===== src/rtl/adc_port_pkg.sv =====
package adc_port_pkg;

    typedef enum logic {
        CV_ACQUIRE,
        CV_CONVERT
    } conv_state_t;

    typedef enum logic [1:0] {
        FR_IDLE,
        FR_SHIFT,
        FR_SPENT
    } frame_state_t;

    localparam int PIN_CNV = 0;
    localparam int PIN_SCK = 1;
    localparam int PIN_COUNT = 2;

endpackage


===== src/rtl/adc_pin_edges.sv =====
module adc_pin_edges #(
    parameter int PINS = 2
) (
    input  logic            clk,
    input  logic            rst_n,
    input  logic [PINS-1:0] pin_level,
    output logic [PINS-1:0] pin_rise,
    output logic [PINS-1:0] pin_fall
);

    logic [PINS-1:0] level_q;

    for (genvar p = 0; p < PINS; p++) begin : g_pin
        always_ff @(posedge clk) begin
            if (!rst_n) begin
                level_q[p] <= 1'b0;
            end else begin
                level_q[p] <= pin_level[p];
            end
        end

        always_comb begin
            pin_rise[p] = pin_level[p] & ~level_q[p];
            pin_fall[p] = ~pin_level[p] & level_q[p];
        end
    end

endmodule


===== src/rtl/adc_conv_sequencer.sv =====
module adc_conv_sequencer
    import adc_port_pkg::*;
#(
    parameter int DATA_W      = 18,
    parameter int CONV_CYCLES = 40
) (
    input  logic              clk,
    input  logic              rst_n,
    input  logic              start_pulse,
    input  logic              sdi,
    input  logic [DATA_W-1:0] sample_in,
    output logic              busy,
    output logic [DATA_W-1:0] result_word
);

    localparam int CNT_W = $clog2(CONV_CYCLES + 1);
    localparam logic [CNT_W-1:0] CNT_LOAD = CNT_W'(CONV_CYCLES - 1);

    conv_state_t      state_q, state_d;
    logic [CNT_W-1:0] cnt_q;
    logic [DATA_W-1:0] pending_q, result_q;
    logic             launch, finish;

    // next state
    always_comb begin
        state_d = state_q;
        launch  = 1'b0;
        finish  = 1'b0;
        unique case (state_q)
            CV_ACQUIRE: begin
                if (start_pulse && sdi) begin
                    state_d = CV_CONVERT;
                    launch  = 1'b1;
                end
            end
            CV_CONVERT: begin
                if (cnt_q == '0) begin
                    state_d = CV_ACQUIRE;
                    finish  = 1'b1;
                end
            end
        endcase
    end

    // state register
    always_ff @(posedge clk) begin
        if (!rst_n) begin
            state_q <= CV_ACQUIRE;
        end else begin
            state_q <= state_d;
        end
    end

    // counter and two-stage result buffers
    always_ff @(posedge clk) begin
        if (!rst_n) begin
            cnt_q     <= '0;
            pending_q <= '0;
            result_q  <= '0;
        end else begin
            if (launch) begin
                cnt_q     <= CNT_LOAD;
                pending_q <= sample_in;
            end else if (state_q == CV_CONVERT && !finish) begin
                cnt_q <= cnt_q - 1'b1;
            end
            if (finish) begin
                result_q <= pending_q;
            end
        end
    end

    // outputs
    always_comb begin
        busy        = (state_q == CV_CONVERT);
        result_word = result_q;
    end

endmodule


===== src/rtl/adc_frame_shifter.sv =====
module adc_frame_shifter
    import adc_port_pkg::*;
#(
    parameter int DATA_W = 18
) (
    input  logic              clk,
    input  logic              rst_n,
    input  logic              frame_open,
    input  logic              frame_abort,
    input  logic              bit_advance,
    input  logic [DATA_W-1:0] word_in,
    output logic              sdo,
    output logic              sdo_oe
);

    localparam int IDX_W = (DATA_W > 1) ? $clog2(DATA_W) : 1;
    localparam logic [IDX_W-1:0] LAST_IDX = IDX_W'(DATA_W - 1);

    frame_state_t      state_q, state_d;
    logic [DATA_W-1:0] shreg_q;
    logic [IDX_W-1:0]  idx_q;
    logic              load_word, shift_word;

    // next state
    always_comb begin
        state_d    = state_q;
        load_word  = 1'b0;
        shift_word = 1'b0;
        unique case (state_q)
            FR_IDLE: begin
                if (frame_open) begin
                    state_d   = FR_SHIFT;
                    load_word = 1'b1;
                end
            end
            FR_SHIFT: begin
                if (frame_abort) begin
                    state_d = FR_IDLE;
                end else if (bit_advance) begin
                    if (idx_q == LAST_IDX) begin
                        state_d = FR_SPENT;
                    end else begin
                        shift_word = 1'b1;
                    end
                end
            end
            FR_SPENT: begin
                if (frame_abort) begin
                    state_d = FR_IDLE;
                end
            end
            default: state_d = FR_IDLE;
        endcase
    end

    // state register
    always_ff @(posedge clk) begin
        if (!rst_n) begin
            state_q <= FR_IDLE;
        end else begin
            state_q <= state_d;
        end
    end

    // shift register and bit index
    always_ff @(posedge clk) begin
        if (!rst_n) begin
            shreg_q <= '0;
            idx_q   <= '0;
        end else if (load_word) begin
            shreg_q <= word_in;
            idx_q   <= '0;
        end else if (shift_word) begin
            shreg_q <= shreg_q << 1;
            idx_q   <= idx_q + 1'b1;
        end
    end

    // outputs
    always_comb begin
        sdo_oe = (state_q == FR_SHIFT);
        sdo    = sdo_oe ? shreg_q[DATA_W-1] : 1'b0;
    end

endmodule


===== src/rtl/adc_quiet_window.sv =====
module adc_quiet_window #(
    parameter int HOLD_CYCLES = 4
) (
    input  logic clk,
    input  logic rst_n,
    input  logic arm,
    input  logic probe,
    output logic violation
);

    localparam int CNT_W = $clog2(HOLD_CYCLES + 1);
    localparam logic [CNT_W-1:0] CNT_LOAD = CNT_W'(HOLD_CYCLES - 1);

    logic [CNT_W-1:0] remain_q;

    always_ff @(posedge clk) begin
        if (!rst_n) begin
            remain_q <= '0;
        end else if (arm) begin
            remain_q <= CNT_LOAD;
        end else if (remain_q != '0) begin
            remain_q <= remain_q - 1'b1;
        end
    end

    always_comb begin
        violation = probe && (arm || (remain_q != '0));
    end

endmodule


===== src/rtl/adc_quiet_monitor.sv =====
module adc_quiet_monitor #(
    parameter int QUIET1_CYCLES = 4,
    parameter int QUIET2_CYCLES = 3
) (
    input  logic clk,
    input  logic rst_n,
    input  logic cnv_rise,
    input  logic cnv_fall,
    input  logic sck_fall,
    input  logic err_clr,
    output logic err_quiet1,
    output logic err_quiet2
);

    logic viol1, viol2;
    logic flag1_q, flag2_q;

    adc_quiet_window #(.HOLD_CYCLES(QUIET1_CYCLES)) u_win_rise_to_fall (
        .clk      (clk),
        .rst_n    (rst_n),
        .arm      (cnv_rise),
        .probe    (cnv_fall),
        .violation(viol1)
    );

    adc_quiet_window #(.HOLD_CYCLES(QUIET2_CYCLES)) u_win_clock_to_rise (
        .clk      (clk),
        .rst_n    (rst_n),
        .arm      (sck_fall),
        .probe    (cnv_rise),
        .violation(viol2)
    );

    always_ff @(posedge clk) begin
        if (!rst_n) begin
            flag1_q <= 1'b0;
            flag2_q <= 1'b0;
        end else begin
            flag1_q <= (flag1_q & ~err_clr) | viol1;
            flag2_q <= (flag2_q & ~err_clr) | viol2;
        end
    end

    always_comb begin
        err_quiet1 = flag1_q;
        err_quiet2 = flag2_q;
    end

endmodule


===== src/rtl/adc_turbo_sdo_port.sv =====
module adc_turbo_sdo_port
    import adc_port_pkg::*;
#(
    parameter int DATA_W        = 18,
    parameter int CONV_CYCLES   = 40,
    parameter int QUIET1_CYCLES = 4,
    parameter int QUIET2_CYCLES = 3
) (
    input  logic              clk,
    input  logic              rst_n,
    input  logic              cnv,
    input  logic              sck,
    input  logic              sdi,
    input  logic [DATA_W-1:0] sample_in,
    input  logic              err_clr,
    output logic              sdo,
    output logic              sdo_oe,
    output logic              busy,
    output logic              err_quiet1,
    output logic              err_quiet2
);

    logic [PIN_COUNT-1:0] pins, rises, falls;
    logic                 cnv_rise, cnv_fall, sck_fall;
    logic [DATA_W-1:0]    held_word;

    always_comb begin
        pins          = '0;
        pins[PIN_CNV] = cnv;
        pins[PIN_SCK] = sck;
        cnv_rise      = rises[PIN_CNV];
        cnv_fall      = falls[PIN_CNV];
        sck_fall      = falls[PIN_SCK];
    end

    adc_pin_edges #(.PINS(PIN_COUNT)) u_edges (
        .clk      (clk),
        .rst_n    (rst_n),
        .pin_level(pins),
        .pin_rise (rises),
        .pin_fall (falls)
    );

    adc_conv_sequencer #(
        .DATA_W     (DATA_W),
        .CONV_CYCLES(CONV_CYCLES)
    ) u_conv (
        .clk        (clk),
        .rst_n      (rst_n),
        .start_pulse(cnv_rise),
        .sdi        (sdi),
        .sample_in  (sample_in),
        .busy       (busy),
        .result_word(held_word)
    );

    adc_frame_shifter #(.DATA_W(DATA_W)) u_frame (
        .clk        (clk),
        .rst_n      (rst_n),
        .frame_open (cnv_fall),
        .frame_abort(cnv_rise),
        .bit_advance(sck_fall),
        .word_in    (held_word),
        .sdo        (sdo),
        .sdo_oe     (sdo_oe)
    );

    adc_quiet_monitor #(
        .QUIET1_CYCLES(QUIET1_CYCLES),
        .QUIET2_CYCLES(QUIET2_CYCLES)
    ) u_quiet (
        .clk       (clk),
        .rst_n     (rst_n),
        .cnv_rise  (cnv_rise),
        .cnv_fall  (cnv_fall),
        .sck_fall  (sck_fall),
        .err_clr   (err_clr),
        .err_quiet1(err_quiet1),
        .err_quiet2(err_quiet2)
    );

endmodule


===== config.mk =====
export PLATFORM = sky130hd
export DESIGN_NAME = adc_turbo_sdo_port
export DESIGN_NICKNAME = d
export VERILOG_FILES = /design/src/rtl/adc_port_pkg.sv /design/src/rtl/adc_pin_edges.sv /design/src/rtl/adc_conv_sequencer.sv /design/src/rtl/adc_frame_shifter.sv /design/src/rtl/adc_quiet_window.sv /design/src/rtl/adc_quiet_monitor.sv /design/src/rtl/adc_turbo_sdo_port.sv
export SDC_FILE = /design/constraint.sdc
export NUM_CORES = 1
export LEC_CHECK = 0
export ABC_AREA = 1
export BUFFER_PORTS_ARGS = -buffer_cell sky130_fd_sc_hd__buf_2
export CORE_ASPECT_RATIO = 0.6
export CORE_UTILIZATION = 55
export CTS_CLUSTER_DIAMETER = 200
export DETAILED_ROUTE_END_ITERATION = 10
export MAX_ROUTING_LAYER = met4
export PLACE_DENSITY_LB_ADDON = 0.25
export SYNTH_ARGS = -nofsm -noshare
export SYNTH_HDL_FRONTEND = slang
export SYNTH_SLANG_ARGS = --single-unit

===== constraint.sdc =====
create_clock -name clk -period 1.8 [get_ports clk]
set_input_delay 0.09 -clock clk [delete_from_list [all_inputs] [get_ports clk]]
set_output_delay 0.09 -clock clk [all_outputs]
set_load 0.01 [all_outputs]

### Word level (Yosys, flattened, before mapping)

Index checks and enable logic that the tools add are counted.
W data, S select, Z words.

* bits of input ports: 24
* flip-flop bits (word level): 77
* logic and storage cells: 87

* bitwise logic cells: 13
* reductions and logical operators: 20
* add/subtract/negate cells: 4
* eq/ne operators: 7
* mux-type cells: 27

Operators by type and width (number)
* $mux W18: 2
* $mux W2: 9
* $mux W1: 12
* $mux W6: 2
* $reduce_bool A2 Y1: 5
* $reduce_or A2 Y1: 4
* $logic_not A6 Y1: 1
* $ne A3 B1 Y1 const B: 2
* $not A1 Y1: 6
* $pmux W2 S3: 1
* $sub A6 B1 Y6 const B: 1
* $add A5 B1 Y5 const B: 1
* $and A1 B1 Y1: 5
* $eq A5 B5 Y1 const B: 1
* $logic_and A1 B1 Y1: 4
* $reduce_and A4 Y1: 1
* $reduce_bool A3 Y1: 1
* $sub A3 B1 Y3 const B: 1
* $eq A2 B1 Y1 const B: 1
* $eq A2 B2 Y1 const B: 1
* $logic_not A2 Y1: 1
* $logic_or A1 B1 Y1: 2
* $ne A2 B1 Y1 const B: 1
* $ne A2 B2 Y1 const B: 1
* other kinds (4): 5

### Depth between registers and ports, before layout

Gate-level depths: netlist of the first run.

* depth in word-level cells: 7
* mapped depth: 9
* depth with buffers taken out: 9

### Modules after synthesis

From an unflattened synthesis of the first run, not the netlist that was laid out.

* cells, all modules: 458
* area total of the unflattened synthesis: 3405.8 µm²

By module, submodules not included
* adc_conv_sequencer: times used 1, sequential area each 860.8 µm², area an instance 1646.6 µm², cells each 212
* adc_frame_shifter: times used 1, sequential area each 500.5 µm², area an instance 1321.3 µm², cells each 185
* adc_quiet_window at u_quiet.u_win_rise_to_fall: times used 1, sequential area each 60.1 µm², area an instance 186.4 µm², cells each 27
* adc_pin_edges: times used 1, sequential area each 40.0 µm², area an instance 90.1 µm², cells each 14
* adc_quiet_window at u_quiet.u_win_clock_to_rise: times used 1, sequential area each 40.0 µm², area an instance 88.8 µm², cells each 10
* adc_quiet_monitor: times used 1, sequential area each 40.0 µm², area an instance 72.6 µm², cells each 10

### Least setup slack after synthesis of the first run

OpenSTA, ideal clock, no wires.

* path kind: register to register
* start point: reg u_conv.cnt_q[0]
* end point: reg u_conv.result_q[10] (netlist: u_conv.result_word[10])
* setup slack: 473 ps
* stages on the path, launching flop included: 9
* setup time: 116 ps
* clock period less this slack: 1327 ps
* data arrival time: 1211 ps
* data required time: 1684 ps
* cells stage by stage: dfxtp_1 inv_1 ha_1 nand3_2 nor2_4 inv_2 buf_6 nor2_1 nor2_1

* longest elaborated chain between the ends: 3

RTL lines
* start: declaration: line adc_conv_sequencer.sv:20 `logic [CNT_W-1:0] cnt_q;`
* start signal: assignment: line adc_conv_sequencer.sv:65 `cnt_q <= cnt_q - 1'b1;`
* $logic_not A6 Y1: line adc_conv_sequencer.sv:37 `if (cnt_q == '0) begin`
* $mux W1: line adc_conv_sequencer.sv:37
* $mux W1: line adc_conv_sequencer.sv:29 `unique case (state_q)`
* end signal: assignment: line adc_conv_sequencer.sv:68 `result_q <= pending_q;`
* end: declaration: line adc_conv_sequencer.sv:21 `logic [DATA_W-1:0] pending_q, result_q;`

No other way between the ends.
A chain may end at the register's enable or synchronous reset.

### Final worst setup path of the first run

* start point: reg u_frame.idx_q[1]
* end point: reg u_frame.shreg_q[4]

* longest elaborated chain between the ends: 6

RTL lines
* start: declaration: line adc_frame_shifter.sv:21 `logic [IDX_W-1:0] idx_q;`
* start signal: assignment: line adc_frame_shifter.sv:75 `idx_q <= idx_q + 1'b1;`
* $eq A5 B5 Y1: line adc_frame_shifter.sv:40 `if (idx_q == LAST_IDX) begin`
* $mux W1: line adc_frame_shifter.sv:40
* $mux W1: line adc_frame_shifter.sv:39 `end else if (bit_advance) begin`
* $mux W1: line adc_frame_shifter.sv:37 `if (frame_abort) begin`
* $mux W1: line adc_frame_shifter.sv:29 `unique case (state_q)`
* $reduce_bool A2 Y1 (no line)
* end signal: assignment: line adc_frame_shifter.sv:71 `shreg_q <= word_in;`
* end signal: assignment: line adc_frame_shifter.sv:74 `shreg_q <= shreg_q << 1;`
* end: declaration: line adc_frame_shifter.sv:20 `logic [DATA_W-1:0] shreg_q;`

No other way between the ends.

==> results_tabular.tex, run 1 <==
\begin{tabular}{lr}
\hline
Metric & Value \\
\hline
\multicolumn{2}{l}{\textbf{Worst setup path}} \\
Path type of the worst setup path & reg2reg \\
CP Data Required Time & 2.07 ns \\
Worst R2R Setup Slack & 0.23 ns \\
Largest stage delay on the critical path & 0.37 ns \\
Worst R2R Path Depth & 7 \\
End of the worst register-to-register path & u\_frame.shreg\_q[4]\$\_SDFFE\_PN0P\_ \\
Slowest cell on the critical path & dfxtp\_1 \\
Worst Setup End Kind & flip-flop \\
Critical-path maximum fanout & 27 \\
Reg2Reg Launch Point & u\_frame.idx\_q[1]\$\_SDFFE\_PP0P\_ \\
Critical path, cell by cell & inv\_1 > ha\_1 > nand3\_1 > nand3\_4 > nand2\_8 > nand2\_1 > a21oi\_1 \\
Worst setup SP type & flip-flop \\
CP arrival & 1.85 ns \\
\multicolumn{2}{l}{\textbf{Die}} \\
Starting density of the core & 58.8\% \\
Die Area & 6480 um\^{}2 \\
Standard cell core area & 5750 um\^{}2 \\
Die width & 103 um \\
Height of the die & 62.7 um \\
Ports placed on the boundary & 29 \\
Count of standard-cell rows & 21 \\
\multicolumn{2}{l}{\textbf{Finish}} \\
Most frequent standard cell in the layout excluding fill and tap cells & nand2\_1 \\
Share of the core filled with cells & 66.1\% \\
Total number of nets in the final design & 517 \\
Storage element area & 1540 um\^{}2 \\
Share of cells above drive strength 1 & 16.1\% \\
Final antenna diode count & 0 \\
Leading cell types in the layout, fill and taps excluded & nand2\_1, nor2\_1, dfxtp\_1, o21ai\_0, nand3\_1 \\
Post-synthesis to final-layout area growth & 12.5\% \\
Footprint of the multi-input gates & 1590 um\^{}2 \\
Fill count & 524 \\
\multicolumn{2}{l}{\textbf{STA}} \\
Final setup violation count & 0 \\
Final count of pins violating max slew & 0 \\
Max Clk Rate & 637 MHz \\
Rel. slew slack & 73.6\% \\
Crit path time final & 1.57 ns \\
Unrepaired setup endpoints after global routing & no \\
Worst-margin pin slew & 0.396 ns \\
Max Clock Skew & 0.00613 ns \\
Setup Total Neg Slack & 0 ns \\
Final Hold Fails & 0 \\
Period Utilization, post-route & 87.3\% \\
\multicolumn{2}{l}{\textbf{Global route}} \\
Maximum number of pins on one net before global-route repair & 44 \\
First-pass GRT wire length & 11800 um \\
Overall fraction of global-route tracks in use & 23.9\% \\
Number of global-route vias before repair & 2809 \\
Antenna violations before repair & 0 \\
Global route total overflow & 0 \\
\multicolumn{2}{l}{\textbf{Synthesis}} \\
Distinct cells, synth & 32 \\
Mapped Cells & 450 \\
Nets in the synthesized netlist & 480 \\
Number of synthesis warnings & 0 \\
Largest area contributor in the synthesized netlist & dfxtp\_1 \\
Top post-synthesis cells by area & dfxtp\_1, nand2\_1, nor2\_1 \\
Count of state elements after synthesis & 77 \\
Syn avg cell area & 7.52 um\^{}2 \\
Area fraction of the dominant cell type after synthesis & 45.6\% \\
Netlist area before placement & 3380 um\^{}2 \\
Portion of the post-synthesis area used by sequential elements & 45.6\% \\
\multicolumn{2}{l}{\textbf{Drt}} \\
Routed wire length & 6790 um \\
WL per Instance & 11.9 um \\
Router iterations before antenna repair & 5 \\
Number of remaining DRC errors & 0 \\
Post-detailed-route count of antenna-violating nets & 0 \\
Drt via density & 5.09 \\
Vias & 2909 \\
Number of violations reported at the end of detailed-routing iteration 0 & 139 \\
\multicolumn{2}{l}{\textbf{Hold path}} \\
Min-Delay Startpoint & sample\_in[11] \\
Destination of the worst hold path & u\_conv.pending\_q[11]\$\_SDFFE\_PN0P\_ \\
Hold Path Class & in2reg \\
Cells on Worst Hold Path & 3 \\
\multicolumn{2}{l}{\textbf{Status}} \\
Result of the run & completed \\
\multicolumn{2}{l}{\textbf{CTS}} \\
TritonCTS clock tree & built \\
CTS root buffer & clkbuf\_8 \\
Worst skew pair latency & 0.34 ns \\
Clock Sinks & 77 \\
Total number of H-tree levels & 3 \\
Number of buffers added by the clock tree synthesis step & 9 \\
Number of buffers on the longest clock path & 2 \\
Clk pin slew, worst setup/hold paths & 0.07 ns \\
\multicolumn{2}{l}{\textbf{Power}} \\
Pwr/cell area & 927 nW/um\^{}2 \\
Maximum vdd ir drop & 0.000433 V \\
LEAKAGE & 0.00167 uW \\
Power after layout & 3520 uW \\
\multicolumn{2}{l}{\textbf{Run}} \\
Number of violations of the max-capacitance limit & 0 \\
\multicolumn{2}{l}{\textbf{Placement}} \\
Global placement routability congestion & 0.826 \\
Port bufs & 28 \\
Dpl hpwl & 4570 um \\
\hline
\end{tabular}
## worst max-delay path, delay by kind of cell, from the launching register on
family                   cells  cell delay, ns
buffers and inverters        1            0.06
AO/OA/AOI/OAI                1            0.12
flip-flops                   1            0.37
AND/OR/NAND/NOR              4            0.79
adder cells (fa/ha/maj)      1            0.17
## registers in the layout, indices dropped and copies added, names as in the netlist
register / count
u_quiet.err_quiet2: 1
u_conv.result_word: 18
u_conv.pending_q: 18
u_frame.state_q: 2
u_frame.idx_q: 5
u_quiet.err_quiet1: 1
u_edges.level_q: 2
u_conv.busy: 1
u_quiet.u_win_rise_to_fall.remain_q: 3
u_quiet.u_win_clock_to_rise.remain_q: 2
u_conv.cnt_q: 6
u_frame.shreg_q: 18
## layer usage
| metal | vias up | track usage (%) | part of all wire, % |
|---|---|---|---|
| met1 | 1351 | 27.1 | 50 |
| met2 | 43 | 40.6 | 47 |
| li1 | 1510 | - | - |
| met5 | - | - | 0 |
| met4 | 0 | 7.39 | 0.56 |
| met3 | 5 | 6.94 | 2.8 |
## cell usage after synthesis, drive strengths merged
library cell	instances
xor2	2
nor4b	1
dfxtp	77
a2111oi	1
o21ai	40
ha	6
a21oi	32
nand2	104
nor2	96
a211oi	1
xnor2	2
inv	30
o31ai	1
nand3	31
or2	2
clkbuf	7
nand4	3
a31oi	1
buf	13
## what timing repair did
| item | CTS | global route |
|---|---|---|
| endpoints found under the hold margin | 12 | 0 |
| buffers inserted | 0 | 0 |
| hold buffers | 12 | 0 |
| gates resized for setup | 0 | 0 |
## where the power goes
part | internal (uW) | total [uW] | switching (uW)
combinational | 206 | 596 | 390
clock | 499 | 1070 | 569
sequential | 1800 | 1860 | 58.7
## cells by family (layout without fill, tap and decap cells)
| family | Yosys count | in the layout | share of synthesized area (%) |
|---|---|---|---|
| and+or+nand+nor | 237 | 237 | 31.0 |
| DFF | 77 | 77 | 45.6 |
| AOI/OAI and AO/OA | 76 | 76 | 12.7 |
| buffers and inverters | 50 | 92 | 7.51 |
| adders and majority gates | 6 | 6 | 2.22 |
| xor gates and xnor gates | 4 | 4 | 1.04 |
## metrics by stage
step / std cells / hold slack, ns / cell area, um^2 / setup slack [ns]
2_1_floorplan: 450 / 0.183 / 3380 / 0.473
3_3_place_gp: 544 / 0.293 / 3530 / 0.305
3_5_place_dp: 544 / 0.308 / 3530 / 0.236
4_1_cts: 572 / 0.000528 / 3800 / 0.221
5_1_grt: 572 / 0.0216 / 3800 / 0.0515
6_report: 572 / 0.0124 / 3800 / 0.229
## final cells by class
type	instances	area share, %
tap	80	2.63
sequential	77	40.5
inverter	30	3.09
timing repair buffer	46	8.03
clock inverter	2	0.263
multi-input combinational	323	41.7
clock buffer	14	3.75
## worst max path at each step
stage                                              from                             endpoint  slack, ns  depth (start not counted)
after detailed placement  u_frame.idx_q[1]$_SDFFE_PP0P_      u_frame.shreg_q[2]$_SDFFE_PN0P_       0.24                          7
after global routing      u_frame.idx_q[1]$_SDFFE_PP0P_      u_frame.shreg_q[4]$_SDFFE_PN0P_       0.05                          7
after global placement    u_frame.idx_q[1]$_SDFFE_PP0P_      u_frame.shreg_q[2]$_SDFFE_PN0P_       0.31                          7
after CTS                 u_frame.idx_q[1]$_SDFFE_PP0P_      u_frame.shreg_q[4]$_SDFFE_PN0P_       0.22                          7
final                     u_frame.idx_q[1]$_SDFFE_PP0P_      u_frame.shreg_q[4]$_SDFFE_PN0P_       0.23                          7
after floorplan            u_conv.cnt_q[0]$_SDFFE_PN0P_  u_conv.result_word[10]$_SDFFE_PN0P_       0.47                          8
Note: power is estimated with default switching activity, not from simulation.
==> run 2: changes to the inputs <==
Settings changed: CORE_UTILIZATION 55 to 52, CTS_CLUSTER_SIZE set to 14, PLACE_DENSITY_LB_ADDON 0.25 to 0.15.
==> run 2 against run 1 <==
  * Clock-buffer cell count shrank 4
  * Clock power grew 44%
  * Worst hold slack gained 0.0029 ns
  * Wire length shrank 1.7%
  * Sequential power is essentially flat
  * Sequential share of layout area shrank 1.0 points
  * Largest cell class unchanged
  * Die area grew 5.6%
  * Maximum frequency shrank 1.5%
==> results_tabular.tex, run 2 (synthesis gave the netlist of run 1 again) <==
\begin{tabular}{lr}
\hline
Metric & Value \\
\hline
\multicolumn{2}{l}{\textbf{CTS}} \\
Number of buffers added by the clock tree synthesis step & 9 (unchanged) \\
TritonCTS clock tree & built \\
Clk pin slew, worst setup/hold paths & 0.08 ns (about the same) \\
Total number of H-tree levels & 3 (unchanged) \\
Number of buffers on the longest clock path & 2 (unchanged) \\
CTS root buffer & clkbuf\_8 \\
Worst skew pair latency & 0.35 ns (about the same) \\
Setup fix buffers added after clock tree synthesis & 0 (unchanged) \\
Clock Sinks & 77 (unchanged) \\
\multicolumn{2}{l}{\textbf{Global route}} \\
Global-route met1 utilization & 26.5\% (-0.64 points) \\
First-pass GRT wire length & 11600 um (-0.94\%) \\
Global routing met2 resource utilization & 37.2\% (-3.4 points) \\
Overall fraction of global-route tracks in use & 22.2\% (-1.7 points) \\
Number of global-route vias before repair & 2725 (-3.0\%) \\
Grt peak-use layer & met2 \\
Global-route track usage on met3 & 6.34\% (-0.60 points) \\
Maximum number of pins on one net before global-route repair & 44 (unchanged) \\
Global route total overflow & 0 (unchanged) \\
Antenna violations before repair & 0 (unchanged) \\
\multicolumn{2}{l}{\textbf{Finish}} \\
Footprint of the multi-input gates & 1590 um\^{}2 (unchanged) \\
Fill count & 573 (+9.4\%) \\
Total number of nets in the final design & 518 (+0.19\%) \\
Share of cells above drive strength 1 & 17.0\% (+0.98 points) \\
Post-synthesis to final-layout area growth & 15.4\% \\
Final antenna diode count & 0 (unchanged) \\
Leading cell types in the layout, fill and taps excluded & nand2\_1, nor2\_1, dfxtp\_1, o21ai\_0, nand3\_1 \\
Storage element area & 1540 um\^{}2 (unchanged) \\
Most frequent standard cell in the layout excluding fill and tap cells & nand2\_1 \\
\multicolumn{2}{l}{\textbf{Drt}} \\
Router iterations before antenna repair & 4 (-1) \\
Number of remaining DRC errors & 0 (unchanged) \\
Drt via density & 4.99 (-1.9\%) \\
Vias & 2878 (-1.1\%) \\
Post-detailed-route count of antenna-violating nets & 0 (unchanged) \\
WL per Instance & 11.6 um (-2.5\%) \\
Routed wire length & 6680 um (-1.7\%) \\
Number of violations reported at the end of detailed-routing iteration 0 & 135 (-2.9\%) \\
\multicolumn{2}{l}{\textbf{Power}} \\
Psw & 1070 uW (+5.2\%) \\
Part of the total power dissipated in sequential elements & 46.5\% (-6.3 points) \\
Internal Pwr Total & 2930 uW (+17\%) \\
Combinational share of power & 15.0\% (-1.9 points) \\
Maximum vdd ir drop & 0.000567 V (+31\%) \\
LEAKAGE & 0.00172 uW (+2.6\%) \\
Pwr/cell area & 1030 nW/um\^{}2 (+11\%) \\
Clock group share of total power & 38.5\% (+8.2 points) \\
Switching Fraction & 26.8\% (-2.1 points) \\
\multicolumn{2}{l}{\textbf{STA}} \\
Max Clock Skew & 0.00936 ns (+0.00323 ns) \\
Final setup violation count & 0 (unchanged) \\
Worst-margin pin slew & 0.325 ns (-0.0707 ns) \\
Final Hold Fails & 0 (unchanged) \\
Rel. slew slack & 77.8\% (+4.2 points) \\
Worst Hold Margin & 0.0153 ns (+0.00286 ns) \\
Period Utilization, post-route & 88.7\% (+1.4 points) \\
Unrepaired setup endpoints after global routing & no \\
Crit path time final & 1.60 ns (+0.0247 ns) \\
Final count of pins violating max slew & 0 (unchanged) \\
Setup Total Neg Slack & 0 ns (unchanged) \\
Final worst slack & 0.204 ns (-0.0247 ns) \\
Max Clk Rate & 627 MHz (-1.5\%) \\
\multicolumn{2}{l}{\textbf{Worst setup path}} \\
Largest stage delay on the critical path & 0.38 ns (about the same) \\
Critical-path maximum fanout & 27 (unchanged) \\
Worst setup SP type & flip-flop \\
CP Data Required Time & 2.07 ns (about the same) \\
Crit-path leading delay family & simple AND/OR/NAND/NOR gates \\
Worst Setup End Kind & flip-flop \\
Slowest cell on the critical path & dfxtp\_1 \\
Path type of the worst setup path & reg2reg \\
Critical path, cell by cell & inv\_1 > ha\_1 > nand3\_1 > nand3\_4 > nand2\_8 > nand2\_1 > a21oi\_1 \\
Bufs and invs on worst path & 1 (unchanged) \\
CP arrival & 1.87 ns (+0.02 ns) \\
\multicolumn{2}{l}{\textbf{Die}} \\
Ports placed on the boundary & 29 (unchanged) \\
Starting density of the core & 54.6\% (-4.2 points) \\
Die width & 106 um (+2.8\%) \\
Height of the die & 64.5 um (+2.8\%) \\
Die Area & 6840 um\^{}2 (+5.6\%) \\
Standard cell core area & 6190 um\^{}2 (+7.6\%) \\
Count of standard-cell rows & 22 (+4.8\%) \\
\multicolumn{2}{l}{\textbf{Placement}} \\
Port bufs & 28 (unchanged) \\
Minimum setup slack after placement & 0.216 ns (-0.0203 ns) \\
Global placement routability congestion & 0.876 (+6.0\%) \\
Dpl hpwl & 4640 um (+1.5\%) \\
\multicolumn{2}{l}{\textbf{Status}} \\
Result of the run & completed \\
\multicolumn{2}{l}{\textbf{Hold path}} \\
Hold Path Class & in2reg \\
\multicolumn{2}{l}{\textbf{Run}} \\
Number of violations of the max-capacitance limit & 0 (unchanged) \\
\hline
\end{tabular}
run 2: cell types whose count changed in the layout (fill, tap and decap cells not counted):
cell and change:
buf_4 +1, bufinv_16 +3, clkbuf_1 -4, clkinv_2 -1
clkinv_4 +1, clkinvlp_4 +1
run 2: timing repair:
action,CTS,global route
hold endpoints to repair,12,0
resized for setup,0,0
hold buffers,12,0
run 2: stage by stage:
step	power [uW]	std cells	utilization, %	instance area, um^2
6_report	4000	577	63.0	3900
5_1_grt	4200	577	63.0	3900
4_1_cts	4030	577	63.0	3900
3_5_place_dp	2480	549	57.2	3540
3_3_place_gp	2460	549	57.2	3540
2_1_floorplan	2360	450	-	3380
run 2: metal layers:
metal,part of all wire [%],up-vias
li1,-,1514
met1,49,1315
met2,46,41
met3,3.5,8
met4,0.88,0
met5,0,-
run 2: cell type report:
cell class                      count  share of cell area [%]
Tap cell                           84                    2.69
Multi-Input combinational cell    323                    40.7
Clock inverter                      6                    2.85
Clock buffer                       10                    3.27
Sequential cell                    77                    39.5
Timing Repair Buffer               47                    8.02
Inverter                           30                    3.01
run 2: path summary, 6_finish.rpt:
| check | start | endpoint | slack (ns) | cells past startpoint |
|---|---|---|---|---|
| setup / recovery | u_frame.idx_q[1]$_SDFFE_PP0P_ | u_frame.shreg_q[3]$_SDFFE_PN0P_ | 0.20 | 7 |
| hold / removal | sample_in[17] | u_conv.pending_q[17]$_SDFFE_PN0P_ | 0.02 | 3 |
| setup reg to reg | u_frame.idx_q[1]$_SDFFE_PP0P_ | u_frame.shreg_q[3]$_SDFFE_PN0P_ | 0.20 | 7 |
| hold reg to reg | u_quiet.u_win_clock_to_rise.remain_q[0]$_SDFFE_PP0P_ | u_quiet.u_win_clock_to_rise.remain_q[0]$_SDFFE_PP0P_ | 0.45 | 1 |
run 2: power by group through the flow:
| stage | Clock, uW | Combinational, uW | Sequential [uW] |
|---|---|---|---|
| floorplan | 0 | 478 | 1890 |
| global placement | 0 | 567 | 1890 |
| detailed placement | 0 | 582 | 1900 |
| CTS | 1570 | 606 | 1860 |
| global route | 1640 | 691 | 1870 |
| finish | 1540 | 602 | 1860 |
run 2: tightest hold or removal path: cells and delay by family:
kind	cells	cell delay [ns]
compound gates	1	0.08
buf+inv	1	0.07
simple gates	1	0.08
==> run 3: changes to the inputs <==
Settings changed: CORE_MARGIN set to 1.5, SYNTH_HIERARCHICAL set to 1.
==> run 3 against run 2 <==
  * Clock skew decreased by 0.0058 ns
  * Sequential cell count unchanged
  * Clock-buffer cell count increased by 2
  * Largest power group unchanged
  * Global-route usage about the same
  * Final area increased by 2.3%
  * Sequential power about the same
  * Synthesized cell count increased by 1.3%
  * Critical endpoint is now u_frame/shreg_q[11]$_SDFFE_PN0P_
  * Wire length increased by 2.8%
==> results_tabular.tex, run 3 <==
\begin{tabular}{lr}
\hline
Metric & Value \\
\hline
\multicolumn{2}{l}{\textbf{Drt}} \\
Router iterations before antenna repair & 4 (unchanged) \\
Number of violations reported at the end of detailed-routing iteration 0 & 162 (+20\%) \\
Routed wire length & 6860 um (+2.8\%) \\
Vias & 2894 (+0.56\%) \\
WL per Instance & 11.5 um (-0.34\%) \\
Number of remaining DRC errors & 0 (unchanged) \\
Post-detailed-route count of antenna-violating nets & 0 (unchanged) \\
Drt via density & 4.86 (-2.5\%) \\
\multicolumn{2}{l}{\textbf{Synthesis}} \\
Number of synthesis warnings & 6 (+6) \\
Nets in the synthesized netlist & 486 (+1.3\%) \\
Syn avg cell area & 7.45 um\^{}2 (-0.91\%) \\
Netlist area before placement & 3400 um\^{}2 (+0.41\%) \\
Mapped Cells & 456 (+1.3\%) \\
\multicolumn{2}{l}{\textbf{STA}} \\
Max Clk Rate & 632 MHz (+0.79\%) \\
Rel. slew slack & 68.2\% (-9.6 points) \\
Period Utilization, post-route & 88.0\% (-0.70 points) \\
Max Clock Skew & 0.00358 ns (-0.00578 ns) \\
Final setup violation count & 0 (unchanged) \\
Crit path time final & 1.58 ns (-0.0125 ns) \\
Unrepaired setup endpoints after global routing & no \\
Final Hold Fails & 0 (unchanged) \\
Final worst slack & 0.217 ns (+0.0125 ns) \\
Final count of pins violating max slew & 0 (unchanged) \\
Setup Total Neg Slack & 0 ns (unchanged) \\
Worst-margin pin slew & 0.477 ns (+0.152 ns) \\
\multicolumn{2}{l}{\textbf{CTS}} \\
CTS root buffer & clkbuf\_8 \\
Number of buffers on the longest clock path & 2 (unchanged) \\
Clock Sinks & 77 (unchanged) \\
Clk pin slew, worst setup/hold paths & 0.07 ns (about the same) \\
Total number of H-tree levels & 3 (unchanged) \\
Worst skew pair latency & 0.36 ns (about the same) \\
TritonCTS clock tree & built \\
Number of buffers added by the clock tree synthesis step & 9 (unchanged) \\
\multicolumn{2}{l}{\textbf{Worst setup path}} \\
Crit-path leading delay family & buffers and inverters \\
CP arrival & 1.88 ns (about the same) \\
Path type of the worst setup path & in2reg \\
Worst setup SP type & input port \\
Critical-path maximum fanout & 21 (-22\%) \\
Worst Setup End Kind & flip-flop \\
CP Data Required Time & 2.09 ns (+0.02 ns) \\
Critical path, cell by cell & dlygate4sd3\_1 > buf\_2 > nor2\_1 > nand2\_4 > inv\_2 > nand2\_1 > nand2\_1 > nand2\_2 > a21oi\_2 \\
Slowest cell on the critical path & dlygate4sd3\_1 \\
Largest stage delay on the critical path & 0.54 ns (+0.16 ns) \\
Bufs and invs on worst path & 3 (+2) \\
Library cell appearing most often on the critical path & nand2\_1 \\
\multicolumn{2}{l}{\textbf{Global route}} \\
First-pass GRT wire length & 11600 um (-0.18\%) \\
Global route total overflow & 0 (unchanged) \\
Overall fraction of global-route tracks in use & 22.2\% (+0.040 points) \\
Maximum number of pins on one net before global-route repair & 30 (-32\%) \\
Number of global-route vias before repair & 2666 (-2.2\%) \\
Antenna violations before repair & 0 (unchanged) \\
\multicolumn{2}{l}{\textbf{Die}} \\
Die width & 107 um (+1.1\%) \\
Count of standard-cell rows & 22 (unchanged) \\
Ports placed on the boundary & 29 (unchanged) \\
Die Area & 7040 um\^{}2 (+2.9\%) \\
Starting density of the core & 54.6\% (about the same) \\
Standard cell core area & 6220 um\^{}2 (+0.44\%) \\
Height of the die & 65.6 um (+1.7\%) \\
\multicolumn{2}{l}{\textbf{Finish}} \\
Share of the core filled with cells & 64.2\% (+1.2 points) \\
Final Cell Area & 3990 um\^{}2 (+2.3\%) \\
Fill count & 587 (+2.4\%) \\
Total number of nets in the final design & 538 (+3.9\%) \\
Footprint of the multi-input gates & 1580 um\^{}2 (-0.39\%) \\
Leading cell types in the layout, fill and taps excluded & nor2\_1, nand2\_1, dfxtp\_1, o21ai\_0, inv\_1 \\
Final antenna diode count & 0 (unchanged) \\
Post-synthesis to final-layout area growth & 17.6\% \\
Share of cells above drive strength 1 & 17.0\% (about the same) \\
Storage element area & 1540 um\^{}2 (unchanged) \\
\multicolumn{2}{l}{\textbf{Placement}} \\
Minimum setup slack after placement & 0.284 ns (+0.0679 ns) \\
Global placement routability congestion & 0.806 (-7.9\%) \\
Dpl hpwl & 4580 um (-1.4\%) \\
Post-placement cell area & 3600 um\^{}2 (+1.7\%) \\
Port bufs & 28 (unchanged) \\
\multicolumn{2}{l}{\textbf{Power}} \\
Pwr/cell area & 895 nW/um\^{}2 (-13\%) \\
Combinational share of power & 13.3\% (-1.7 points) \\
Clock group share of total power & 34.9\% (-3.6 points) \\
Maximum vdd ir drop & 0.000590 V (+4.0\%) \\
LEAKAGE & 0.00180 uW (+5.1\%) \\
Switching Fraction & 25.8\% (-0.91 points) \\
Part of the total power dissipated in sequential elements & 51.7\% (+5.2 points) \\
Psw & 924 uW (-14\%) \\
Internal Pwr Total & 2650 uW (-9.6\%) \\
\multicolumn{2}{l}{\textbf{Status}} \\
Result of the run & completed \\
\multicolumn{2}{l}{\textbf{Run}} \\
Number of violations of the max-capacitance limit & 0 (unchanged) \\
\multicolumn{2}{l}{\textbf{Hold path}} \\
Hold Path Class & in2reg \\
\hline
\end{tabular}
[run 3: worst register-to-register path, delay by kind of cell, from the launching register on]
kind,cells,cell delay (ns)
AO/OA/AOI/OAI,1,0.13
buffers and inverters,2,0.31
flip-flops,1,0.35
AND/OR/NAND/NOR,5,0.68
[run 3: worst paths after layout]
kind                                                     endpoint                                                  from  depth (start not counted)  slack, ns
max reg2reg                      u_frame/shreg_q[11]$_SDFFE_PN0P_                         u_edges/level_q[0]$_SDFF_PN0_                          8       0.27
max                              u_frame/shreg_q[11]$_SDFFE_PN0P_                                                   cnv                          9       0.22
min           u_quiet/u_win_rise_to_fall/remain_q[0]$_SDFFE_PN0P_                                                 rst_n                          3       0.18
min reg2reg  u_quiet/u_win_clock_to_rise/remain_q[0]$_SDFFE_PP0P_  u_quiet/u_win_clock_to_rise/remain_q[0]$_SDFFE_PP0P_                          1       0.46
[run 3: per-stage QoR]
step | instances | hold slack, ns | power, uW
after CTS | 595 | 0.172 | 3620
after global placement | 560 | 0.286 | 2310
final | 595 | 0.185 | 3570
after detailed placement | 560 | 0.292 | 2330
after floorplan | 456 | 0.183 | 2220
after global routing | 595 | 0.189 | 3780
[run 3: area by class of cell]
| type | instances | area share, % |
|---|---|---|
| inverters | 41 | 3.92 |
| multi-input cells | 321 | 39.6 |
| clock buffers | 12 | 3.63 |
| clock inverters | 2 | 0.877 |
| repair buffers | 58 | 10.8 |
| flip-flops and latches | 77 | 38.6 |
| well taps | 84 | 2.63 |
[run 3: power by group through the flow]
| stage | sequential, uW | clock [uW] | combinational [uW] |
|---|---|---|---|
| after floorplan | 1880 | 0 | 342 |
| after global placement | 1890 | 0 | 426 |
| after detailed placement | 1890 | 0 | 437 |
| after CTS | 1850 | 1290 | 476 |
| after global routing | 1860 | 1380 | 542 |
| final | 1850 | 1250 | 476 |
[run 3: what timing repair did]
item                                   CTS  global route
endpoints found under the hold margin   22             0
resized for setup                        0             0
setup buffers                            0             0
hold buffers                            21             0
[run 3: metal layers]
layer  wire length (um)  vias up  GRT usage, %
met4                 18        0          6.00
met1               3500     1313          27.1
met3                297        4          8.93
met5                  0        -             -
li1                   -     1537             -
met2               3050       40          34.3
